==> config.mk <==
export PLATFORM = sky130hd
export DESIGN_NAME = gpio_irq_sense_bank
export DESIGN_NICKNAME = d
export VERILOG_FILES = /design/src/rtl/gisb_pkg.sv /design/src/rtl/gisb_ctrl.sv /design/src/rtl/gisb_datapath.sv /design/src/rtl/gpio_irq_sense_bank.sv
export SDC_FILE = /design/constraint.sdc
export NUM_CORES = 1
export LEC_CHECK = 0
export ABC_CLOCK_PERIOD_IN_PS = 2600
export BUFFER_PORTS_ARGS = -buffer_cell sky130_fd_sc_hd__buf_2
export CORE_UTILIZATION = 55
export CTS_CLUSTER_DIAMETER = 150
export DETAILED_ROUTE_END_ITERATION = 10
export PLACE_DENSITY = 0.8
export SLEW_MARGIN = 20
export SYNTH_ARGS = -nofsm -noshare
export SYNTH_HDL_FRONTEND = slang
export SYNTH_SLANG_ARGS = --single-unit
export TNS_END_PERCENT = 5
==> constraint.sdc <==
create_clock -name clk -period 2.6 [get_ports clk]
set_clock_uncertainty 0.15 [all_clocks]
set_input_delay 0.52 -clock clk [delete_from_list [all_inputs] [get_ports clk]]
set_output_delay 0.52 -clock clk [all_outputs]
set_load 0.005 [all_outputs]
==> src/rtl/gisb_pkg.sv <==
package gisb_pkg;

  localparam int OFS_ENABLE = 'h00;
  localparam int OFS_TYPE0  = 'h04;
  localparam int OFS_TYPE1  = 'h08;
  localparam int OFS_TYPE2  = 'h0C;
  localparam int OFS_STATUS = 'h10;

  typedef struct packed {
    logic wrEnable;
    logic wrType0;
    logic wrType1;
    logic wrType2;
    logic clrStatus;
  } regStrobes_t;

  typedef enum logic [2:0] {
    SEL_NONE,
    SEL_ENABLE,
    SEL_TYPE0,
    SEL_TYPE1,
    SEL_TYPE2,
    SEL_STATUS
  } readSel_t;

endpackage

==> src/rtl/gisb_ctrl.sv <==
module gisb_ctrl
  import gisb_pkg::*;
#(
  parameter int ADDR_W = 5
) (
  input  logic              regWrEn,
  input  logic [ADDR_W-1:0] regAddr,
  output regStrobes_t       strobes,
  output readSel_t          readSel
);

  always_comb begin
    readSel = SEL_NONE;
    if (regAddr == ADDR_W'(OFS_ENABLE))      readSel = SEL_ENABLE;
    else if (regAddr == ADDR_W'(OFS_TYPE0))  readSel = SEL_TYPE0;
    else if (regAddr == ADDR_W'(OFS_TYPE1))  readSel = SEL_TYPE1;
    else if (regAddr == ADDR_W'(OFS_TYPE2))  readSel = SEL_TYPE2;
    else if (regAddr == ADDR_W'(OFS_STATUS)) readSel = SEL_STATUS;
  end

  always_comb begin
    strobes           = '0;
    strobes.wrEnable  = regWrEn && (readSel == SEL_ENABLE);
    strobes.wrType0   = regWrEn && (readSel == SEL_TYPE0);
    strobes.wrType1   = regWrEn && (readSel == SEL_TYPE1);
    strobes.wrType2   = regWrEn && (readSel == SEL_TYPE2);
    strobes.clrStatus = regWrEn && (readSel == SEL_STATUS);
  end

endmodule

==> src/rtl/gisb_datapath.sv <==
module gisb_datapath
  import gisb_pkg::*;
#(
  parameter int LINES    = 32,
  parameter bit SENSE_EN = 1'b1
) (
  input  logic             clk,
  input  logic             rstN,
  input  regStrobes_t      strobes,
  input  readSel_t         readSel,
  input  logic [LINES-1:0] wrData,
  input  logic [LINES-1:0] lineIn,
  output logic [LINES-1:0] rdData,
  output logic             irqOut,
  output logic [LINES-1:0] enableQ,
  output logic [LINES-1:0] type0Q,
  output logic [LINES-1:0] type1Q,
  output logic [LINES-1:0] type2Q,
  output logic [LINES-1:0] statusQ,
  output logic [LINES-1:0] prevQ
);

  logic [LINES-1:0] hit;
  logic [LINES-1:0] clrMask;

  generate
    if (SENSE_EN) begin : g_sense
      logic [LINES-1:0] rise, fall, edgeHit, levelHit;
      always_comb begin
        rise     = lineIn & ~prevQ;
        fall     = ~lineIn & prevQ;
        // both-edge selection overrides the polarity bit
        edgeHit  = (type2Q & (rise | fall))
                 | (~type2Q & ((type0Q & rise) | (~type0Q & fall)));
        levelHit = ~(lineIn ^ type0Q);
        hit      = (type1Q & levelHit) | (~type1Q & edgeHit);
      end
    end else begin : g_nosense
      assign hit = '0;
    end
  endgenerate

  assign clrMask = strobes.clrStatus ? wrData : '0;

  always_ff @(posedge clk) begin
    if (!rstN) begin
      enableQ <= '0;
      type0Q  <= '1;
      type1Q  <= '1;
      type2Q  <= '0;
      statusQ <= '0;
      prevQ   <= lineIn;
    end else begin
      if (strobes.wrEnable) enableQ <= wrData;
      if (strobes.wrType0)  type0Q  <= wrData;
      if (strobes.wrType1)  type1Q  <= wrData;
      if (strobes.wrType2)  type2Q  <= wrData;
      statusQ <= (statusQ & ~clrMask) | hit;
      prevQ   <= lineIn;
    end
  end

  always_comb begin
    case (readSel)
      SEL_ENABLE: rdData = enableQ;
      SEL_TYPE0:  rdData = type0Q;
      SEL_TYPE1:  rdData = type1Q;
      SEL_TYPE2:  rdData = type2Q;
      SEL_STATUS: rdData = statusQ;
      default:    rdData = '0;
    endcase
  end

  assign irqOut = |(statusQ & enableQ);

endmodule

==> src/rtl/gpio_irq_sense_bank.sv <==
module gpio_irq_sense_bank
  import gisb_pkg::*;
#(
  parameter int LINES    = 32,
  parameter int ADDR_W   = 5,
  parameter bit SENSE_EN = 1'b1
) (
  input  logic              clk,
  input  logic              rstN,
  input  logic              regWrEn,
  input  logic [ADDR_W-1:0] regAddr,
  input  logic [LINES-1:0]  regWrData,
  output logic [LINES-1:0]  regRdData,
  input  logic [LINES-1:0]  lineIn,
  output logic              irqOut
);

  regStrobes_t      strobes;
  readSel_t         readSel;
  logic [LINES-1:0] enableQ, type0Q, type1Q, type2Q, statusQ, prevQ;

  gisb_ctrl #(.ADDR_W(ADDR_W)) u_ctrl (
    .regWrEn (regWrEn),
    .regAddr (regAddr),
    .strobes (strobes),
    .readSel (readSel)
  );

  gisb_datapath #(.LINES(LINES), .SENSE_EN(SENSE_EN)) u_dp (
    .clk     (clk),
    .rstN    (rstN),
    .strobes (strobes),
    .readSel (readSel),
    .wrData  (regWrData),
    .lineIn  (lineIn),
    .rdData  (regRdData),
    .irqOut  (irqOut),
    .enableQ (enableQ),
    .type0Q  (type0Q),
    .type1Q  (type1Q),
    .type2Q  (type2Q),
    .statusQ (statusQ),
    .prevQ   (prevQ)
  );

endmodule

* Word-level counts from Yosys, hierarchy flattened
Cells that the tools add are included.
** Cells by class
- Bitwise logic cells :: 23
- Equal/unequal tests :: 9
- Muxes and demuxes :: 7
- Reduce and logical (&&, ||, !) cells :: 7
** Operators by type and width (count)
- AND 32 bit :: 10
- NOT 32 bit :: 7
- OR 32 bit :: 5
- case mux 32 bit (5 select lines) :: 1
- 2-to-1 mux 32 bit :: 1
- OR reduction 32 bit :: 1
- bitwise XOR 32 bit :: 1
- 2-to-1 mux 3 bit :: 5
- == test 5 x 4 -> 1 bit (second input constant) :: 2
- == test 3 x 2 -> 1 bit (second input constant) :: 2
- == test 3 bit (second input constant) :: 2
- == test 5 x 3 -> 1 bit (second input constant) :: 1
- == test 5 bit (second input constant) :: 1
- logical AND 1 bit :: 5
- zero test 5 bit :: 1
- == test 3 x 1 -> 1 bit (second input constant) :: 1
** Storage, ports and cells
- Input port bits :: 72
- Register bits :: 192
- Output and inout bits :: 33

* Depth between registers and ports, before layout
Gate-level depths: netlist of run 1.
- Depth after elaboration :: 12
- Gate-level depth with buffers :: 7
- Mapped depth without buffers :: 5

* Modules after synthesis
Synthesis of run 1 repeated with hierarchy kept, for this count alone.
** Second synthesis, totals
- Cell total of the unflattened synthesis :: 992
- Area, all modules :: 9855.7 um2
** By module, submodules not included
- gisb_datapath :: cells each 977, area each 9741.8 um2, times used 1
- gisb_ctrl :: cells each 15, area each 113.9 um2, times used 1

* Least setup slack after synthesis of run 1
OpenSTA, ideal clock, no wires.
- Path kind :: input-to-output
- Start point :: input port regAddr[2]
- End point :: output port regRdData[6]
- Setup slack :: 0.087 ns
- Data arrival time :: 1.843 ns
- Required time :: 1.930 ns
- Buffers on the path :: 3
- Cell stages on the path :: 6
- Cell sequence :: buf_2 -> nor4_2 -> clkbuf_1 -> buf_2 -> nand3_1 -> nand3_1
** On the way
- Word-level cells in the longest chain between the ends :: 8
- Elaborated cells on any way between the ends :: 16
- Classes of those cells :: eq/ne: 9; mux: 6; reduce/logical: 1
** RTL lines
- start: declaration :: line gpio_irq_sense_bank.sv:11 : input logic [ADDR_W-1:0] regAddr,
- == test 5 bit :: line gisb_ctrl.sv:18 : else if (regAddr == ADDR_W'(OFS_STATUS)) readSel = SEL_STATUS;
- 2-to-1 mux 3 bit :: line gisb_ctrl.sv:18
- 2-to-1 mux 3 bit :: line gisb_ctrl.sv:17 : else if (regAddr == ADDR_W'(OFS_TYPE2)) readSel = SEL_TYPE2;
- 2-to-1 mux 3 bit :: line gisb_ctrl.sv:16 : else if (regAddr == ADDR_W'(OFS_TYPE1)) readSel = SEL_TYPE1;
- 2-to-1 mux 3 bit :: line gisb_ctrl.sv:15 : else if (regAddr == ADDR_W'(OFS_TYPE0)) readSel = SEL_TYPE0;
- 2-to-1 mux 3 bit * :: line gisb_ctrl.sv:14 : if (regAddr == ADDR_W'(OFS_ENABLE)) readSel = SEL_ENABLE;
- == test 3 bit (tied with other cells) :: line gisb_datapath.sv:64 : case (readSel)
- case mux 32 bit (5 select lines) * :: line gisb_datapath.sv:64
- end: declaration :: line gpio_irq_sense_bank.sv:13 : output logic [LINES-1:0] regRdData,
Mark *: on every way between the ends. The rest lies on a longest branch, timed or not.

* Final worst setup path of run 1
- Start point :: input port regAddr[1]
- End point :: output port regRdData[1]
Same word-level chain as after synthesis.

==> qor.yml, run 1 <==
maxCapViolations: 0
die_h_um: 142.1
status: "finished with violations"
diodes: 0
dp_hpwl_mm: 21.05
startpoint_type: "primary input"
area_growth_pct: 16.07
critPathKind: "in2out"
r2r_end: "u_dp.statusQ[6]"
fin_area_um2: 12540
gr-total-overflow: 0
crit_arrival_ns: 1.94
crit-reg2reg-launch: "u_dp.prevQ[6]"
synth.area.top_cells: "dfxtp_1 (36%), ha_1 (7.4%), mux2i_1 (5.9%)"
core_area_um2: 18960
min_period_over_period: 1.005
power_density_nw_per_um2: 539.6
critPathTopFamily: "simple AND/OR/NAND/NOR gates"
rows: 50
crit_buf_inv: 3
grt_use_total: 0.3141
htreeDepth: 4
mostFrequentLayoutCells: "dfxtp_1 (192), nand2_1 (161), buf_2 (102), o21ai_0 (98), a21oi_1 (94)"
drive_gt1_frac: 0.1714
yosysWarningCount: 0
syn_inst: 1328
slowest_stage: "or4b_4"
final_common_cell: "dfxtp_1"
crit_fanout: 22
wl_per_cell_um: 18.80
cts_tree: "done"
dr.pass1.iters: 9
fillCellCount: 1563
fmax_mhz: 382.6
start_util: 0.5698
yosys_register_bits: 192
dieArea_um2: 20200
clock-root-buffer: "clkbuf_16"
slowest_delay_ns: 0.62
m1WireLength_mm: 12.88
clock_latency_ns: 0.45
first_global_vias: 9646
grt_pass1_wl_mm: 49.85
dr_wl_met3_mm: 2.919
violations: "negative setup slack"
place.gp.congestion: 0.8721
holdPathStages: 1
ant_nets: 0
postCtsHoldBufs: 0
fin_nets: 1530
top_layer_used: "met4"
whs_endpoint: "u_dp.prevQ[20]"
antenna_found_initial: 0
place.port_buffers: 104
ff_latch_area_um2: 3844
syn_area_um2: 10800
synth_top_area_cell: "dfxtp_1"
fin_total_pwr_mw: 6.765
worst-path-stages: 6
min_from: "lineIn[20]"
cp-end-kind: "output pin"
ir_worst_vdd_v: 0.0004811
syn-num-nets: 1464
fin_crit_ns: 2.614
synth_top_area_share: 0.3558
ys_types: 34
num_vias: 10390
die_w_um: 142.1
cts_setup_buffers: 0
io_pins: 105
path_clk_slew_ns: 0.07
pre_cts_ws_ns: -0.01749
clock-sinks: 192
clock_path_buffers: 2
tns_ns: -0.01395
drt-total-wl_mm: 31.31
multi_input_area_um2: 6362
cp.required_ns: 1.93
r2r_slack_ns: 1.14
grt_max_degree: 74
p_leak_nw: 5.492
seq_area_frac_synth: 0.3558
r2r_cells: 5
worst_slack_ns: -0.01395
via_per_inst: 6.236
postPlaceCellArea_um2: 11810
maxSlewViolCount: 0
worst_pin_slew_ns: 0.5296
drt_iter0_drc: 1193
dr_wl_met2_mm: 14.72
hold_path_class: "in2reg"
slew_headroom: 0.6470
final_hold_viol_count: 0
setup_viol: 1
drc: 0
avgSynthCellArea_um2: 8.134
numCtsBuffers: 17
crit_chain: "buf_2 > or4b_4 > buf_12 > nor3b_1 > or4_4 > buf_2"
cp_common_cell: "buf_2"
rsz0062_at_grt: "yes"
[cell usage after synthesis (all sizes together)]
| cell type | instances |
|---|---|
| dfxtp | 192 |
| nand2 | 161 |
| o21ai | 98 |
| a21oi | 94 |
| clkbuf | 85 |
| nand3 | 68 |
| nor2 | 66 |
| inv | 65 |
| ha | 64 |
| mux2i | 64 |
| and3 | 60 |
| nand2b | 33 |
| a31oi | 32 |
| mux2 | 32 |
| nor3b | 32 |
| o311ai | 32 |
| o31ai | 32 |
| or4 | 32 |
| xnor2 | 32 |
| buf | 23 |
| a22oi | 16 |
| nand4 | 4 |
| a21o | 2 |
| and3b | 2 |
| nor3 | 2 |
| or4b | 2 |
| clkinv | 1 |
| nor2b | 1 |
| nor4 | 1 |
[state kept, by name, summed over array words and instances (netlist names)]
register	flops
u_dp.type2Q	32
u_dp.type0Q	32
u_dp.enableQ	32
u_dp.type1Q	32
u_dp.prevQ	32
u_dp.statusQ	32
[worst max path at each step]
| stage | from | endpoint | slack (ns) |
|---|---|---|---|
| 2_1_floorplan | regAddr[2] | regRdData[6] | 0.09 |
| 3_3_place_gp | regAddr[1] | regRdData[1] | -0.004 |
| 3_5_place_dp | regAddr[2] | regRdData[14] | -0.02 |
| 4_1_cts | regAddr[4] | regRdData[1] | -0.01 |
| 5_1_grt | regAddr[1] | regRdData[24] | -0.05 |
| 6_report | regAddr[1] | regRdData[1] | -0.01 |
[layer usage]
layer | global-route usage | vias up
met5 | 0 | -
met4 | 0.1239 | 0
met3 | 0.06662 | 67
met2 | 0.5124 | 532
met1 | 0.4044 | 4970
li1 | - | 4821
[metrics by stage]
step,instances,hold slack [ns],utilization
floorplan,1328,0.3083,-
global route,1666,0.06994,0.6614
global placement,1635,0.3216,0.6229
detailed placement,1635,0.3297,0.6229
CTS,1666,0.07584,0.6580
finish,1666,0.07582,0.6614
[kinds of logic (layout without fill, tap and decap cells)]
kind of cell | Yosys count | count (layout) | synth area share
AND/OR/NAND/NOR | 464 | 464 | 0.2185
AO/OA/AOI/OAI | 306 | 306 | 0.1682
flip-flops | 192 | 192 | 0.3558
buffers and inverters | 174 | 252 | 0.06475
multiplexers | 96 | 96 | 0.09267
adder cells (fa/ha/maj) | 64 | 64 | 0.07413
XOR/XNOR | 32 | 32 | 0.02595
[timing repair]
item	in CTS	in global routing
resized for setup	5	14
pin swaps	1	2
endpoints found under the setup margin	7	29
[layout make-up]
| cell class | count | share of cell area |
|---|---|---|
| clock inverter | 11 | 0.01487 |
| clock buffer | 20 | 0.03643 |
| sequential | 192 | 0.3066 |
| timing repair buffer | 155 | 0.08872 |
| multi-input combinational | 962 | 0.5075 |
| tap | 260 | 0.02595 |
| inverter | 66 | 0.01996 |
[power by group]
group          switching [mW]  leakage, nW  internal [mW]
clock                    1.15        0.316           1.75
combinational           0.463         3.60          0.297
sequential             0.0854         1.57           3.03
total                    1.70         5.49           5.07
No activity file was read; power rests on OpenSTA's default activity.
==> inputs of run 2 (changes only) <==
--- a/config.mk
+++ b/config.mk
@@ -7,6 +7,7 @@
 export LEC_CHECK = 0
 export ABC_CLOCK_PERIOD_IN_PS = 2600
 export BUFFER_PORTS_ARGS = -buffer_cell sky130_fd_sc_hd__buf_2
+export CORE_ASPECT_RATIO = 0.5
 export CORE_UTILIZATION = 55
 export CTS_CLUSTER_DIAMETER = 150
 export DETAILED_ROUTE_END_ITERATION = 10
==> run 2 against run 1 <==
Compared with the run above:
- count of clock-buffer cells in the layout decreased by 3
- clock power decreased by 5%
- combinational power decreased by 1%
- the run still ends with negative setup slack left
- first-iteration DRC count decreased by 7.9%
==> qor.yml, run 2 (same netlist as run 1, synthesis figures left out) <==
first_global_vias: 9733
whs_ns: 0.07373
rsz0062_at_grt: "yes"
worst_slack_ns: -0.03797
postCtsHoldBufs: 0
wl_per_cell_um: 19.31
p_leak_nw: 5.394
slew_headroom: 0.6472
fin_total_pwr_mw: 6.612
grt_use_total: 0.3202
fin_cells: 1657
fmax_mhz: 379.1
diodes: 0
cp.required_ns: 1.93
path_clk_slew_ns: 0.08
numCtsBuffers: 17
cts_tree: "done"
antenna_found_initial: 0
r2r_slack_ns: 1.18
fin_nets: 1521
clock_path_buffers: 2
fillCellCount: 1546
rows: 35
cp-end-kind: "output pin"
crit-reg2reg-launch: "u_dp.prevQ[4]"
tns_ns: -0.09532
maxCapViolations: 0
clock-sinks: 192
status: "finished with violations"
min_from: "lineIn[30]"
drt_iter0_drc: 1099
final_common_cell: "dfxtp_1"
mostFrequentLayoutCells: "dfxtp_1 (190), nand2_1 (161), buf_2 (104), o21ai_0 (98), a21oi_1 (94)"
area_growth_pct: 14.33
htreeDepth: 4
critPathKind: "in2out"
r2r_cells: 5
clock-root-buffer: "clkbuf_16"
grt_max_degree: 98
drc: 0
violations: "negative setup slack"
drive_gt1_frac: 0.1660
cp-startpoint: "regAddr[0]"
startpoint_type: "primary input"
place.port_buffers: 104
drt-total-wl_mm: 31.99
r2r_end: "u_dp.statusQ[4]"
setup_viol: 6
fin_crit_ns: 2.638
dieArea_um2: 20240
start_util: 0.5736
die_w_um: 200.2
grt_pass1_wl_mm: 51.51
clock_latency_ns: 0.45
via_per_inst: 6.322
die_h_um: 101.1
gr-total-overflow: 0
dp_hpwl_mm: 21.33
cts_setup_buffers: 0
dp.cells: 1625
num_vias: 10475
fin_util: 0.6558
maxSlewViolCount: 0
io_pins: 105
min_period_over_period: 1.015
core_area_um2: 18830
crit_end: "regRdData[13]"
crit_arrival_ns: 1.97
ir_worst_vdd_v: 0.0004954
hold_path_class: "in2reg"
dr.pass1.iters: 6
final_hold_viol_count: 0
ant_nets: 0
crit_fanout: 50
worst_pin_slew_ns: 0.5293
place.gp.congestion: 0.9343
power_density_nw_per_um2: 535.4
## run 2: cell types whose count changed in the layout (fill, tap and decap cells not counted), moves of 3 or more
cell / change
nor3b_2: -6
inv_6: +3
buf_4: -6
clkinv_4: +3
bufinv_16: -3
nor3b_1: +6
buf_12: -4
inv_8: +3
## run 2: metrics by stage
| stage | worst slack, ns | area (µm²) |
|---|---|---|
| 3_3_place_gp | 0.03240 | 11690 |
| 5_1_grt | -0.06180 | 12350 |
| 3_5_place_dp | -0.02113 | 11690 |
| 4_1_cts | -0.003661 | 12300 |
| 6_report | -0.03797 | 12350 |
| 2_1_floorplan | 0.08704 | 10800 |
## run 2: how the worst min path moves through the flow
| stage | depth (start not counted) | slack (ns) | end |
|---|---|---|---|
| floorplan | 2 | 0.31 | u_dp.type2Q[0] |
| global placement | 2 | 0.32 | u_dp.enableQ[17] |
| detailed placement | 2 | 0.33 | u_dp.type2Q[19] |
| CTS | 1 | 0.07 | u_dp.prevQ[16] |
| global route | 1 | 0.07 | u_dp.prevQ[2] |
| finish | 1 | 0.07 | u_dp.prevQ[30] |
## run 2: worst max-delay path, cell delays in order
cell	delay (ns)
buf_2	0.14
or4b_4	0.56
buf_12	0.21
nor3b_2	0.21
or4_1	0.18
buf_2	0.12
## run 2: layer usage
metal	vias up	global-route usage	wire (µm)
met5	-	0	0
met1	4997	0.4426	13830
met4	0	0.09645	519
met3	65	0.05882	3456
met2	596	0.5093	14180
li1	4817	-	-
## run 2: final cells by class
type / instances / area (µm²) / area share
clock buffers: 17 / 425.4 / 0.03445
multi-input cells: 962 / 6340 / 0.5134
clock inverters: 15 / 175.2 / 0.01418
inverters: 66 / 249.0 / 0.02016
well taps: 259 / 324.1 / 0.02624
repair buffers: 146 / 989.7 / 0.08014
flip-flops and latches: 192 / 3846 / 0.3115
## run 2: repair_timing
| action | CTS | global route |
|---|---|---|
| endpoints found under the setup margin | 3 | 30 |
| pin swaps | 0 | 2 |
| resized for setup | 4 | 11 |
| hold endpoints to repair | 0 | 0 |
## run 2: power breakdown
group | leakage (nW) | switching (mW) | internal, mW
logic | 3.53 | 0.463 | 0.287
registers | 1.57 | 0.0886 | 3.02
clock network | 0.290 | 1.30 | 1.45
